### config.mk
export PLATFORM = sky130hd
export DESIGN_NAME = tmr_irq_route
export DESIGN_NICKNAME = d
export VERILOG_FILES = /design/src/rtl/tmr_irq_pkg.sv /design/src/rtl/tmr_status_flags.sv /design/src/rtl/tmr_src_router.sv /design/src/rtl/irq_edge_channel.sv /design/src/rtl/tmr_irq_route.sv
export SDC_FILE = /design/constraint.sdc
export NUM_CORES = 1
export LEC_CHECK = 0
export ABC_AREA = 1
export BUFFER_PORTS_ARGS = -buffer_cell sky130_fd_sc_hd__buf_2
export CAP_MARGIN = 20
export CORE_AREA = 3 3 75 77
export CTS_CLUSTER_DIAMETER = 200
export DETAILED_ROUTE_END_ITERATION = 6
export DIE_AREA = 0 0 78 80
export RECOVER_POWER = 50
export SYNTH_ARGS = -nofsm -noshare
export SYNTH_HDL_FRONTEND = slang
export SYNTH_SLANG_ARGS = --single-unit
### constraint.sdc
create_clock -name clk -period 2 [get_ports clk]
set_input_delay 0.2 -clock clk [delete_from_list [all_inputs] [get_ports clk]]
set_output_delay 0.2 -clock clk [all_outputs]
set_load 0.05 [all_outputs]
### src/rtl/tmr_irq_pkg.sv
// Shared indices for the timer interrupt routing unit.
// Assumes: four status flags, three routed request types.
package tmr_irq_pkg;
    localparam int N_FLAGS   = 4;
    localparam int FLG_CMP   = 0;
    localparam int FLG_CAP_A = 1;
    localparam int FLG_CAP_B = 2;
    localparam int FLG_OVF   = 3;
    localparam int N_REQ     = 3;
    localparam int REQ_CMP   = 0;
    localparam int REQ_CAP   = 1;
    localparam int REQ_OVF   = 2;
endpackage

### src/rtl/tmr_status_flags.sv
// Sticky timer status flags: set by one-cycle strobes, cleared by a
// write-one-to-clear access. Assumes strobes are synchronous to clk.
// A set and a clear of the same flag in one cycle leaves the flag set.
module tmr_status_flags
    import tmr_irq_pkg::*;
(
    input  logic               clk,
    input  logic               rst_n,
    input  logic [N_FLAGS-1:0] evt,
    input  logic               clr_we,
    input  logic [N_FLAGS-1:0] clr,
    output logic [N_FLAGS-1:0] flags
);
    logic [N_FLAGS-1:0] clr_eff;

    // Qualify the clear mask with its write strobe.
    always_comb clr_eff = clr_we ? clr : '0;

    // Flag register: set has priority over clear.
    always_ff @(posedge clk) begin
        if (!rst_n) flags <= '0;
        else        flags <= (flags & ~clr_eff) | evt;
    end
endmodule

### src/rtl/tmr_src_router.sv
// Combines gated timer flags into requests and places them on the
// channel lines. Split mode uses three channels from BASE, each with
// its own select. Shared mode ORs all three requests onto BASE.
// Assumes BASE+2 < N_CH.
module tmr_src_router
    import tmr_irq_pkg::*;
#(
    parameter int N_CH = 8,
    parameter int BASE = 2
) (
    input  logic [N_FLAGS-1:0] flags,
    input  logic [N_REQ-1:0]   src_en,
    input  logic [N_REQ-1:0]   src_sel,
    input  logic               shared_mode,
    input  logic [N_CH-1:0]    ext_line,
    output logic [N_CH-1:0]    route_line
);
    logic [N_REQ-1:0] req;

    // Gate each flag group with its enable; one enable covers both capture pins.
    always_comb begin
        req[REQ_CMP] = flags[FLG_CMP] & src_en[REQ_CMP];
        req[REQ_CAP] = (flags[FLG_CAP_A] | flags[FLG_CAP_B]) & src_en[REQ_CAP];
        req[REQ_OVF] = flags[FLG_OVF] & src_en[REQ_OVF];
    end

    // Place requests on channels; all other channels pass ext_line through.
    always_comb begin
        route_line = ext_line;
        if (shared_mode) begin
            route_line[BASE] = |req;
        end else begin
            route_line[BASE + REQ_CMP] = req[REQ_CMP] & src_sel[REQ_CMP];
            route_line[BASE + REQ_CAP] = req[REQ_CAP] & src_sel[REQ_CAP];
            route_line[BASE + REQ_OVF] = req[REQ_OVF] & src_sel[REQ_OVF];
        end
    end
endmodule

### src/rtl/irq_edge_channel.sv
// One external interrupt channel: registers its line, detects the
// selected edge, holds a pending latch, applies the mask and presents
// the priority. Assumes the line is synchronous to clk. An edge beats
// a simultaneous software clear.
module irq_edge_channel #(
    parameter int PRIO_W = 3
) (
    input  logic              clk,
    input  logic              rst_n,
    input  logic              line,
    input  logic              rise_sel,
    input  logic              clr,
    input  logic              mask,
    input  logic [PRIO_W-1:0] prio,
    output logic              line_q,
    output logic              edge_hit,
    output logic              pending,
    output logic              irq,
    output logic [PRIO_W-1:0] irq_prio
);
    // Previous-value register for edge detection.
    always_ff @(posedge clk) begin
        if (!rst_n) line_q <= 1'b0;
        else        line_q <= line;
    end

    // Edge of the selected polarity between the current and previous value.
    always_comb edge_hit = rise_sel ? (line & ~line_q) : (~line & line_q);

    // Pending latch: set by edge, cleared by software, set wins.
    always_ff @(posedge clk) begin
        if (!rst_n) pending <= 1'b0;
        else        pending <= (pending & ~clr) | edge_hit;
    end

    // Masked request and its priority tag.
    always_comb begin
        irq      = pending & mask;
        irq_prio = irq ? prio : '0;
    end
endmodule

### src/rtl/tmr_irq_route.sv
// Timer interrupt routing unit top: status flags, request routing and a
// bank of N_CH edge-triggered interrupt channels. Assumes TMR_BASE+2 < N_CH.
module tmr_irq_route
    import tmr_irq_pkg::*;
#(
    parameter int N_CH     = 8,
    parameter int PRIO_W   = 3,
    parameter int TMR_BASE = 2
) (
    input  logic                     clk,
    input  logic                     rst_n,
    input  logic                     evt_cmp,
    input  logic                     evt_cap_a,
    input  logic                     evt_cap_b,
    input  logic                     evt_ovf,
    input  logic                     st_clr_we,
    input  logic [3:0]               st_clr,
    input  logic [2:0]               src_en,
    input  logic [2:0]               src_sel,
    input  logic                     shared_mode,
    input  logic [N_CH-1:0]          ext_line,
    input  logic [N_CH-1:0]          ch_rise,
    input  logic [N_CH-1:0]          ch_mask,
    input  logic [N_CH*PRIO_W-1:0]   ch_prio,
    input  logic                     pend_clr_we,
    input  logic [N_CH-1:0]          pend_clr,
    output logic [3:0]               status,
    output logic [N_CH-1:0]          pending,
    output logic [N_CH-1:0]          irq,
    output logic [N_CH*PRIO_W-1:0]   irq_prio
);
    logic [N_FLAGS-1:0] evt_vec;
    logic [N_CH-1:0]    route_line;
    logic [N_CH-1:0]    line_q;
    logic [N_CH-1:0]    edge_hit;
    logic [N_CH-1:0]    clr_vec;

    // Gather strobes in flag order and qualify the pending clear.
    always_comb begin
        evt_vec              = '0;
        evt_vec[FLG_CMP]     = evt_cmp;
        evt_vec[FLG_CAP_A]   = evt_cap_a;
        evt_vec[FLG_CAP_B]   = evt_cap_b;
        evt_vec[FLG_OVF]     = evt_ovf;
        clr_vec              = pend_clr_we ? pend_clr : '0;
    end

    tmr_status_flags u_flags (
        .clk    (clk),
        .rst_n  (rst_n),
        .evt    (evt_vec),
        .clr_we (st_clr_we),
        .clr    (st_clr),
        .flags  (status)
    );

    tmr_src_router #(.N_CH(N_CH), .BASE(TMR_BASE)) u_router (
        .flags       (status),
        .src_en      (src_en),
        .src_sel     (src_sel),
        .shared_mode (shared_mode),
        .ext_line    (ext_line),
        .route_line  (route_line)
    );

    for (genvar i = 0; i < N_CH; i++) begin : g_ch
        irq_edge_channel #(.PRIO_W(PRIO_W)) u_ch (
            .clk      (clk),
            .rst_n    (rst_n),
            .line     (route_line[i]),
            .rise_sel (ch_rise[i]),
            .clr      (clr_vec[i]),
            .mask     (ch_mask[i]),
            .prio     (ch_prio[i*PRIO_W +: PRIO_W]),
            .line_q   (line_q[i]),
            .edge_hit (edge_hit[i]),
            .pending  (pending[i]),
            .irq      (irq[i]),
            .irq_prio (irq_prio[i*PRIO_W +: PRIO_W])
        );
    end
endmodule

==> results.tsv <==
stage	metric	value	unit
status	status	complete, no violations	
placement	Setup WS pre-CTS	963	ps
placement	placed inst area	0.00178	mm2
synthesis	part of the Yosys area used for sequential elements	32.3	%
sta	Final Hold Viols	0	
sta	max frequency	764	MHz
grt	Total GRT Usage	9.79	%
grt	first-pass GRT wire length	4.99	mm
synthesis	leading area contributor after synthesis	dfxtp_1	
sta	min Tclk post-route	1310	ps
grt	GR Overflow Total	0	
die	full die area	0.00624	mm2
sta	setup slack after layout	692	ps
grt	largest net degree at the start of global routing	13	
worst_setup_path	FF-to-FF setup slack	900	ps
sta	# setup viols final	0	
sta	worst rel slew slack	59.7	%
final_layout	area taken by flip-flops and latches	400	um2
sta	final worst-path cycle share	65.4	%
die	Starting Density	24.4	%
clock_network	cts hold-fix bufs	0	
routing	WL final	3.29	mm
worst_setup_path	crit path launch type	register	
worst_setup_path	peak fanout along the critical path	3	
sta	Worst-Margin Slew	608	ps
worst_setup_path	CP cell instances	clkbuf_1	
sta	RSZ-0062 raised after global routing	no	
routing	initial DRC count	30	
placement	Port Buf Inserts	117	
worst_setup_path	slowest stage cell, crit path	clkbuf_1	
pwr	PD cells	569	mW/mm2
clock_network	clock-pin slew of the registers on the worst-case setup and hold paths	70	ps
clock_network	htree depth	1	
synthesis	synthesized flop and latch total	20	
final_layout	final standard cell area without fillers	0.00181	mm2
synthesis	Post-Synthesis Cells	204	
pwr	total power	1.03	mW
routing	via count	1443	
worst_setup_path	worst endpoint data arrival time	1110	ps
final_layout	multi-input logic area	497	um2
synthesis	Synth cell types	16	
die	num ports	119	
clock_network	postcts setup bufs	0	
sta	setup tns final	0	ps
sta	final-report max-slew violation count	0	
placement	hpwl dp	2.86	mm
worst_setup_path	WP buf/inv	1	
grt	initial antenna violation count	0	
worst_setup_path	largest stage delay on the critical path	490	ps
die	Core ar.	0.00507	mm2
placement	gpl congestion	0.733	
worst_setup_path	worst setup path class	reg -> out	
synthesis	Yosys top cell area share	32.3	%
final_layout	Area growth, synth to finish	45.8	%
clock_network	later-pin clock latency in the skew report	250	ps
routing	# DRC	0	
clock_network	CTS root buffer	clkbuf_8	
routing	vias per cell	3.83	
final_layout	layout cell share with drive strength beyond 1	35.8	%
clock_network	Num CTS Buffers	3	
die	Die X	78	um
worst_setup_path	family with the most delay on the worst path	buffers and inverters	
final_layout	diodes inserted	0	
worst_setup_path	nature of the critical path endpoint	primary output	
routing	remaining antenna violation count	0	
synthesis	Syn Nets	279	
synthesis	Post-Syn Area	0.00124	mm2
routing	wire per inst	8.73	um
min_path	Hold Path Class	in -> reg	
clock_network	Post-CTS Resized	0	
routing	1st-pass router iterations	4	
synthesis	syn_area_per_cell	6.07	um2
grt	vias in the first global route	1183	
die	die height	80	um
synthesis	Area contributors post-synth	dfxtp_1 (32%), inv_1 (16%), nand2_1 (12%), nor2_1 (12%), buf_4 (10%)	
synthesis	Synthesis Warnings	0	
clock_network	CTS tree	built	
sta	Worst Skew	0.645	ps
pwr	Leak	1.24	nW
pwr	Max VDD drop	0.201	mV
clock_network	CTS sink count	20	
final_layout	fillers	572	
flow_run	# Max-Cap Violations	0	
worst_setup_path	Critical Path RT	1800	ps
clock_network	CTS max path bufs	2	
final_layout	Final #Nets	384	
die	# rows	26	
-- metrics by stage --
step	hold slack (ps)	cells	utilization (%)
finish	152	377	35.6
global placement	407	374	35.2
CTS	146	377	36.0
floorplan	293	204	-
global route	160	377	35.6
detailed placement	411	374	35.2
-- state kept, by name, summed over array words and instances, names as in the netlist --
register	flops
u_flags.flags	4
g_ch.u_ch.pending	8
g_ch.u_ch.line_q	8
-- tightest hold or removal path, cell delays in order --
cell and delay [ps]:
buf_2 70, a21oi_1 30, nor2_1 60
-- kinds of logic after synthesis --
group | after synthesis | share of synthesized area (%)
AOI/OAI and AO/OA | 19 | 10.7
and+or+nand+nor | 92 | 29.7
buffers and inverters | 73 | 27.3
DFF | 20 | 32.3
-- where the power goes --
part | total [mW] | switching [mW] | internal (mW)
clock network | 0.251 | 0.118 | 0.134
registers | 0.441 | 0.0161 | 0.425
logic | 0.334 | 0.227 | 0.107
total | 1.03 | 0.361 | 0.666
-- cell usage after synthesis --
library cell	number
nor3_1	5
o211ai_2	1
and3_1	4
o21ai_2	2
dfxtp_1	20
nor2_1	39
nand3_1	5
buf_4	17
inv_2	1
a21oi_1	6
clkinv_1	1
nand2_1	39
a21boi_1	5
inv_1	54
o31ai_1	4
o21ai_0	1
-- final timing paths --
kind / start / endpoint / cells after the start
max reg2reg: u_flags.flags[3] / g_ch[4].u_ch.pending / 7
min: evt_cap_b / u_flags.flags[2] / 3
min reg2reg: u_flags.flags[3] / u_flags.flags[3] / 2
max: g_ch[4].u_ch.pending / pending[4] / 1
-- placed cells by master, fill, tap and decap left out, drive strengths merged --
| cell type | n |
|---|---|
| buf | 104 |
| inv | 55 |
| nand2 | 39 |
| nor2 | 39 |
| dfxtp | 20 |
| clkbuf | 16 |
| a21oi | 6 |
| nor3 | 5 |
| nand3 | 5 |
| a21boi | 5 |
| and3 | 4 |
| o31ai | 4 |
| o21ai | 3 |
| clkinv | 1 |
| o211ai | 1 |
-- per-layer routing --
layer | global-route usage [%] | up-vias | routed length (um)
li1 | - | 784 | -
met1 | 11.3 | 596 | 1340
met2 | 17.4 | 61 | 1590
met3 | 2.03 | 2 | 322
met4 | 4.20 | 0 | 36
met5 | 0 | - | 0
-- final cells by class --
cell class	count	area share, %
clock buffers	3	2.29
repair buffers	117	31.5
inverters	56	11.6
well taps	70	4.85
flip-flops and latches	20	22.2
multi-input cells	111	27.5
Note: power is estimated with default switching activity, not from simulation.
